`src/rtl/baud_div_search.sv`:
```
module baud_div_search #(
  parameter int W         = 32,
  parameter int DMIN      = 4,
  parameter int DMAX      = 254,
  parameter int PCT_MAX   = 3,
  parameter int PRE_SHIFT = 3,
  parameter int DW        = $clog2(DMAX + 2)
) (
  input  logic          clk,
  input  logic          rst_n,
  input  logic          start_i,
  input  logic [W-1:0]  baud_i,
  input  logic [W-1:0]  fclk_i,
  input  logic          pre_i,
  output logic          busy_o,
  output logic          done_o,
  output logic          err_o,
  output logic [W-1:0]  cd_o,
  output logic [DW-1:0] bdiv_o
);
  localparam int DVW = W + DW;
  localparam int CW  = $clog2(W);
  localparam int PW  = 2 * W + 8;

  typedef enum logic [2:0] {S_IDLE, S_CHECK, S_DIV1, S_DIV2, S_CMP, S_FINAL, S_DONE} st_t;
  st_t st;

  logic [W-1:0]   baud_r, clk_e, cd_c, ach, best_err, best_cd;
  logic [DW-1:0]  d, best_d;
  logic           pre_r;
  logic [DVW-1:0] dvs;
  logic [DVW:0]   rem;
  logic [W-1:0]   qd;
  logic [CW-1:0]  cnt;

  logic [DVW:0]   rem_sh, rem_nx;
  logic [W-1:0]   qd_nx, ce_now, err_c;
  logic           ge, last_step, last_d, reject, too_big;
  logic [DVW-1:0] dvs_first, dvs_next, dvs_two;

  assign rem_sh    = {rem[DVW-1:0], qd[W-1]};
  assign ge        = rem_sh >= {1'b0, dvs};
  assign rem_nx    = ge ? rem_sh - {1'b0, dvs} : rem_sh;
  assign qd_nx     = {qd[W-2:0], ge};
  assign last_step = cnt == CW'(W - 1);
  assign last_d    = d == DW'(DMAX);

  assign ce_now    = pre_r ? (clk_e >> PRE_SHIFT) : clk_e;
  assign reject    = (baud_r == '0) || ({baud_r, 1'b0} > {1'b0, clk_e});
  assign dvs_first = DVW'(baud_r) * DVW'(DMIN + 1);
  assign dvs_next  = DVW'(baud_r) * (DVW'(d) + DVW'(2));
  assign dvs_two   = DVW'(qd_nx) * (DVW'(d) + DVW'(1));
  assign err_c     = (baud_r > ach) ? baud_r - ach : ach - baud_r;
  assign too_big   = (PW'(best_err) * PW'(100)) >= (PW'(baud_r) * PW'(PCT_MAX + 1));

  assign busy_o = st != S_IDLE;
  assign done_o = st == S_DONE;

  always_ff @(posedge clk or negedge rst_n) begin
    if (!rst_n) begin
      st <= S_IDLE;
      baud_r <= '0; clk_e <= '0; pre_r <= 1'b0;
      cd_c <= '0; ach <= '0; d <= '0;
      best_err <= '1; best_cd <= '0; best_d <= '0;
      dvs <= '0; rem <= '0; qd <= '0; cnt <= '0;
      err_o <= 1'b0; cd_o <= '0; bdiv_o <= '0;
    end else begin
      case (st)
        S_IDLE: if (start_i) begin
          baud_r   <= baud_i;
          clk_e    <= fclk_i;
          pre_r    <= pre_i;
          best_err <= '1;
          best_cd  <= '0;
          best_d   <= '0;
          st       <= S_CHECK;
        end
        S_CHECK: if (reject) begin
          err_o  <= 1'b1;
          cd_o   <= '0;
          bdiv_o <= '0;
          st     <= S_DONE;
        end else begin
          clk_e <= ce_now;
          d     <= DW'(DMIN);
          qd    <= ce_now;
          rem   <= '0;
          cnt   <= '0;
          dvs   <= dvs_first;
          st    <= S_DIV1;
        end
        S_DIV1: begin
          rem <= rem_nx;
          qd  <= qd_nx;
          cnt <= cnt + 1'b1;
          if (last_step) begin
            rem <= '0;
            cnt <= '0;
            if (qd_nx == '0) begin
              if (last_d) st <= S_FINAL;
              else begin
                d   <= d + 1'b1;
                qd  <= clk_e;
                dvs <= dvs_next;
              end
            end else begin
              cd_c <= qd_nx;
              qd   <= clk_e;
              dvs  <= dvs_two;
              st   <= S_DIV2;
            end
          end
        end
        S_DIV2: begin
          rem <= rem_nx;
          qd  <= qd_nx;
          cnt <= cnt + 1'b1;
          if (last_step) begin
            ach <= qd_nx;
            st  <= S_CMP;
          end
        end
        S_CMP: begin
          if (err_c < best_err) begin
            best_err <= err_c;
            best_cd  <= cd_c;
            best_d   <= d;
          end
          if (last_d) st <= S_FINAL;
          else begin
            d   <= d + 1'b1;
            qd  <= clk_e;
            rem <= '0;
            cnt <= '0;
            dvs <= dvs_next;
            st  <= S_DIV1;
          end
        end
        S_FINAL: begin
          cd_o   <= best_cd;
          bdiv_o <= best_d;
          err_o  <= too_big;
          st     <= S_DONE;
        end
        S_DONE: st <= S_IDLE;
        default: st <= S_IDLE;
      endcase
    end
  end

  p_done_pulse_r7: assert property (@(posedge clk) disable iff (!rst_n)
    done_o |=> !done_o);
  p_hold_out_r7: assert property (@(posedge clk) disable iff (!rst_n)
    !done_o |-> ($stable(cd_o) && $stable(bdiv_o) && $stable(err_o)));
  p_bdiv_range_r3: assert property (@(posedge clk) disable iff (!rst_n)
    (done_o && !err_o) |-> (bdiv_o >= DW'(DMIN) && bdiv_o <= DW'(DMAX)));
  p_cd_nonzero_r5: assert property (@(posedge clk) disable iff (!rst_n)
    (done_o && !err_o) |-> (cd_o != '0));
  p_no_div0_r5: assert property (@(posedge clk) disable iff (!rst_n)
    (st == S_DIV1 || st == S_DIV2) |-> (dvs != '0));
  p_best_shrinks_r4: assert property (@(posedge clk) disable iff (!rst_n)
    (st == S_DIV1 || st == S_DIV2 || st == S_CMP) |=> (best_err <= $past(best_err)));
  p_start_ignored_r8: assert property (@(posedge clk) disable iff (!rst_n)
    (st != S_IDLE) |=> ($stable(baud_r) && $stable(pre_r)));
  p_reject_r1: assert property (@(posedge clk) disable iff (!rst_n)
    (st == S_CHECK && reject) |=> (done_o && err_o && cd_o == '0));
endmodule

```
`config.mk`:
```
export PLATFORM = sky130hd
export DESIGN_NAME = baud_div_search
export DESIGN_NICKNAME = d
export VERILOG_FILES = /design/src/rtl/baud_div_search.sv
export SDC_FILE = /design/constraint.sdc
export NUM_CORES = 2
export LEC_CHECK = 0
export BUFFER_PORTS_ARGS = -buffer_cell sky130_fd_sc_hd__buf_2
export CORE_MARGIN = 2
export CORE_UTILIZATION = 35
export CTS_BUF_LIST = sky130_fd_sc_hd__clkbuf_4 sky130_fd_sc_hd__clkbuf_8 sky130_fd_sc_hd__clkbuf_16
export DETAILED_ROUTE_END_ITERATION = 16
export GPL_ROUTABILITY_DRIVEN = 0
export GPL_TIMING_DRIVEN = 0
export RECOVER_POWER = 25
export SYNTH_ARGS = -nofsm -noshare
export SYNTH_HDL_FRONTEND = slang
export SYNTH_SLANG_ARGS = --single-unit
```
`constraint.sdc`:
```
create_clock -name clk -period 7.95 [get_ports clk]
set_input_delay 0.795 -clock clk [delete_from_list [all_inputs] [get_ports clk]]
set_output_delay 0.795 -clock clk [all_outputs]
set_load 0.05 [all_outputs]
```
==> results.yml <==
status:
  outcome: "finished with violations"
  violations: "capacitance limit, slew limit"
die:
  core-area_sq_um: 131500
  die_area_sq_um: 135300
  std_cell_rows: 133
  io_pins: 111
  fp.dieH_microns: 367.8
  die_x_microns: 367.8
  start_util: 0.3523
synth:
  synth_nets: 6478
  ys_top_cells_by_area: "fa_1 (19%), dfrtp_1 (18%), ha_1 (13%)"
  syn_inst: 5479
  synth_compound_gate_area_share: 0.1791
  synthArstFlopShare: 1.000
  synth_warnings: 0
  ys_seq_elements: 370
  synth-edff-count: 0
  ys_types: 91
  syn_area_sq_um: 46310
  synth.mux.area_fraction: 0.02129
  synth_top_area_cell: "fa_1"
  synthSimpleGateAreaFrac: 0.1525
  synthFlopType: "dfrtp_1"
  syn-mean-instance-area_sq_um: 8.453
  seq_area_frac_synth: 0.2008
  synth_top_family_by_area: "adder cells"
  yosys.area_share.adder: 0.3246
  yosysTopAreaCellShare: 0.1949
  synth-xor-area-share: 0.03820
setup_path:
  worstSetupPathType: "reg -> reg"
  timing.critical_path.from: "d[4]$_DFFE_PN0P_"
  start_kind: "flip-flop"
  arrival_ns: 8.30
  worstPathCellList: "clkbuf_1 -> and3_1 -> nand2_1 -> nor2_2 -> clkbuf_1 -> nand2_1 -> fa_1 -> inv_1 -> fa_1 -> fa_1 -> fa_1 -> ha_1 -> a21oi_1 -> o21ai_0 -> or4_1 -> o22a_2 -> o2111ai_2 -> a31o_2 -> o2111ai_2 -> a21oi_1 -> xnor2_1 -> a221oi_1 -> o22ai_1"
  r2r_start: "d[4]$_DFFE_PN0P_"
  slowest_delay_ns: 0.58
  worstSetupEndpointType: "flip-flop"
  reg2reg_to: "dvs[39]$_DFFE_PN0P_"
  critPathMaxFanout: 10
  reg2reg_depth: 23
  r2r_setup_slack_ns: 0.15
  crit_slowest_cell: "fa_1"
  critPathRequiredTime_ns: 8.44
  worstSetupEndpoint: "dvs[39]$_DFFE_PN0P_"
  cpMostUsedCell: "fa_1"
power_and_ir_drop:
  power_density_nw_per_um2: 83.53
  worst_ir_drop_vdd_v: 0.0001405
  static-leakage-power_nw: 25.59
sta:
  slew_headroom: -1.503
  rsz0062_at_grt: "true"
  setup_violations: 0
  period_share: 0.9814
  slew_viol_final: 149
  worstMarginPinSlew_ns: 3.755
  max_freq_mhz: 128.2
  whs_ns: 0.3648
  period_needed_ns: 7.802
  finalHoldViolations: 0
  finClkSkew_ns: 0.03546
clock_network:
  cts.htree.levels: 2
  cts.sinks: 370
  clock_tree.buffer_depth: 3
  ctsRootBufferMaster: "clkbuf_16"
  numCtsBuffers: 45
  cts_tree: "built"
  clk_latency_ns: 0.65
  clkSlewWorstSetupHoldPaths_ns: 0.06
  ctsHoldBuffers: 0
grt:
  grt_pass1_wl_microns: 253200
  grt_pass1_vias: 40600
  grt_max_degree: 123
  gr-total-overflow: 0
  antenna_found_initial: 4
  grt.total_usage: 0.2443
detailed_routing:
  via_count: 41230
  detail_route.wirelength_microns: 166200
  drt_iter0_markers: 4489
  via_per_inst: 5.551
  ant_nets: 0
  avgRoutedWirePerCell_microns: 22.37
  drc: 0
  firstDrtPassIters: 9
finish:
  multiInputGateArea_sq_um: 33400
  fin_nets: 6633
  most-common-layout-cells: "inv_1 (720), nand2_1 (712), ha_1 (479)"
  syn_to_final_growth_pct: 10.35
  final_common_cell: "inv_1"
  fillers: 13450
  final_layout_size_suffix_gt1_frac: 0.07832
  register_area_sq_um: 9323
  fin_cells: 7426
min_path:
  min_path_type: "in -> reg"
run:
  max_cap_viol_count: 2
placement:
  dpl.hpwl_microns: 133400
  place.port_buffers: 110
  place_inst: 7347
-- state kept, by name (all words and copies together), names as in the netlist --
signal and cells:
cd_c 32, err_o 1, qd 32, cnt 5, clk_e 32, best_cd 32
best_d 8, st 3, d 8, baud_r 32, rem 40, best_err 32
ach 32, cd_o 32, pre_r 1, bdiv_o 8, dvs 40
-- cell type report --
class                   count  share of cell area
flip-flops and latches    370              0.1824
clock inverters            20            0.006708
inverters                 722             0.05303
multi-input cells        4096              0.6534
well taps                1755             0.04296
diodes                      2          0.00009792
clock buffers              62             0.02563
plain buffers             278             0.02304
repair buffers            121             0.01271
-- cell families (layout without fill, tap and decap cells) --
kind of cell,after synthesis,in the layout
buf+inv,1013,1203
simple gates,1567,1567
fa+ha+maj,931,931
compound gates,1306,1306
flops,370,370
xor+xnor,202,202
mux,90,90
other cells,0,2
-- worst max-delay path: cells and delay by family, from the launching register on --
kind	cells	cell delay [ns]
adder cells (fa/ha/maj)	5	2.57
AO/OA/AOI/OAI	9	1.83
AND/OR/NAND/NOR	5	1.68
buffers and inverters	3	1.09
flip-flops	1	0.32
XOR/XNOR	1	0.14
-- how the worst min path moves through the flow --
stage                               from                       to  slack (ns)  cells after the start
finish                             pre_i        pre_r$_DFFE_PN0P_        0.36                      3
global route                  baud_i[31]   baud_r[31]$_DFFE_PN0P_        0.37                      3
CTS                                rst_n      rem[20]$_DFFE_PN0P_        0.14                      1
detailed placement  cd_c[24]$_DFFE_PN0P_  best_cd[24]$_DFFE_PN0P_        0.47                      2
global placement    cd_c[30]$_DFFE_PN0P_  best_cd[30]$_DFFE_PN0P_        0.46                      2
floorplan             cnt[3]$_DFFE_PN0P_       cnt[3]$_DFFE_PN0P_        0.44                      1
-- report_power, final --
group	leakage (nW)	switching [mW]	internal, mW	total (mW)
registers	4.50	0	1.88	1.88
logic	20.3	0.0571	0.0174	0.0746
clock network	0.799	0.944	1.37	2.31
total	25.6	1.00	3.27	4.27
-- cells in the mapped netlist (all sizes together), types with 18 or more instances --
master  instances
and2           56
nand3          52
buf            52
xnor2         128
o21a           41
a21o          116
ha            480
clkbuf        239
and3           18
o22ai          41
fa            451
mux2i          22
o31ai          20
xor2           74
a21oi         366
mux2           68
nand4          45
o21bai         49
a31oi          23
a22oi          44
a211oi         34
nand2         713
inv           722
nor4           24
o41ai          30
a22o           43
nand2b         98
nor3           48
nor2b         115
dfstp          32
dfrtp         338
o21ai         353
nor2          357
-- what timing repair did --
item,in CTS,in global routing
cloned,0,0
setup endpoints to repair,100,91
setup buffers,3,5
pin swaps,4,12
resized for setup,61,67
-- metrics by stage --
| stage | setup WS [ns] | setup TNS (ns) | cell area, sq um | total power, mW | util |
|---|---|---|---|---|---|
| after detailed placement | -1.347 | -91.20 | 49150 | 1.996 | 0.3739 |
| after global placement | -1.625 | -599.90 | 49060 | 1.991 | 0.3732 |
| final | 0.1481 | 0 | 51110 | 4.269 | 0.3888 |
| after floorplan | 0.8211 | 0 | 46310 | 1.924 | - |
| after CTS | 0.003567 | 0 | 50980 | 4.289 | 0.3878 |
| after global routing | -0.1310 | -5.453 | 51100 | 4.375 | 0.3887 |
-- layer usage --
metal  vias up  global-route usage  part of all wire
met2      1911              0.3703              0.43
met5         -                   0           0.00023
met4         6              0.1032             0.050
met1     20360              0.3349              0.42
met3       375             0.05414              0.10
li1      18580                   -                 -
Power figures use the tool's default switching activity.
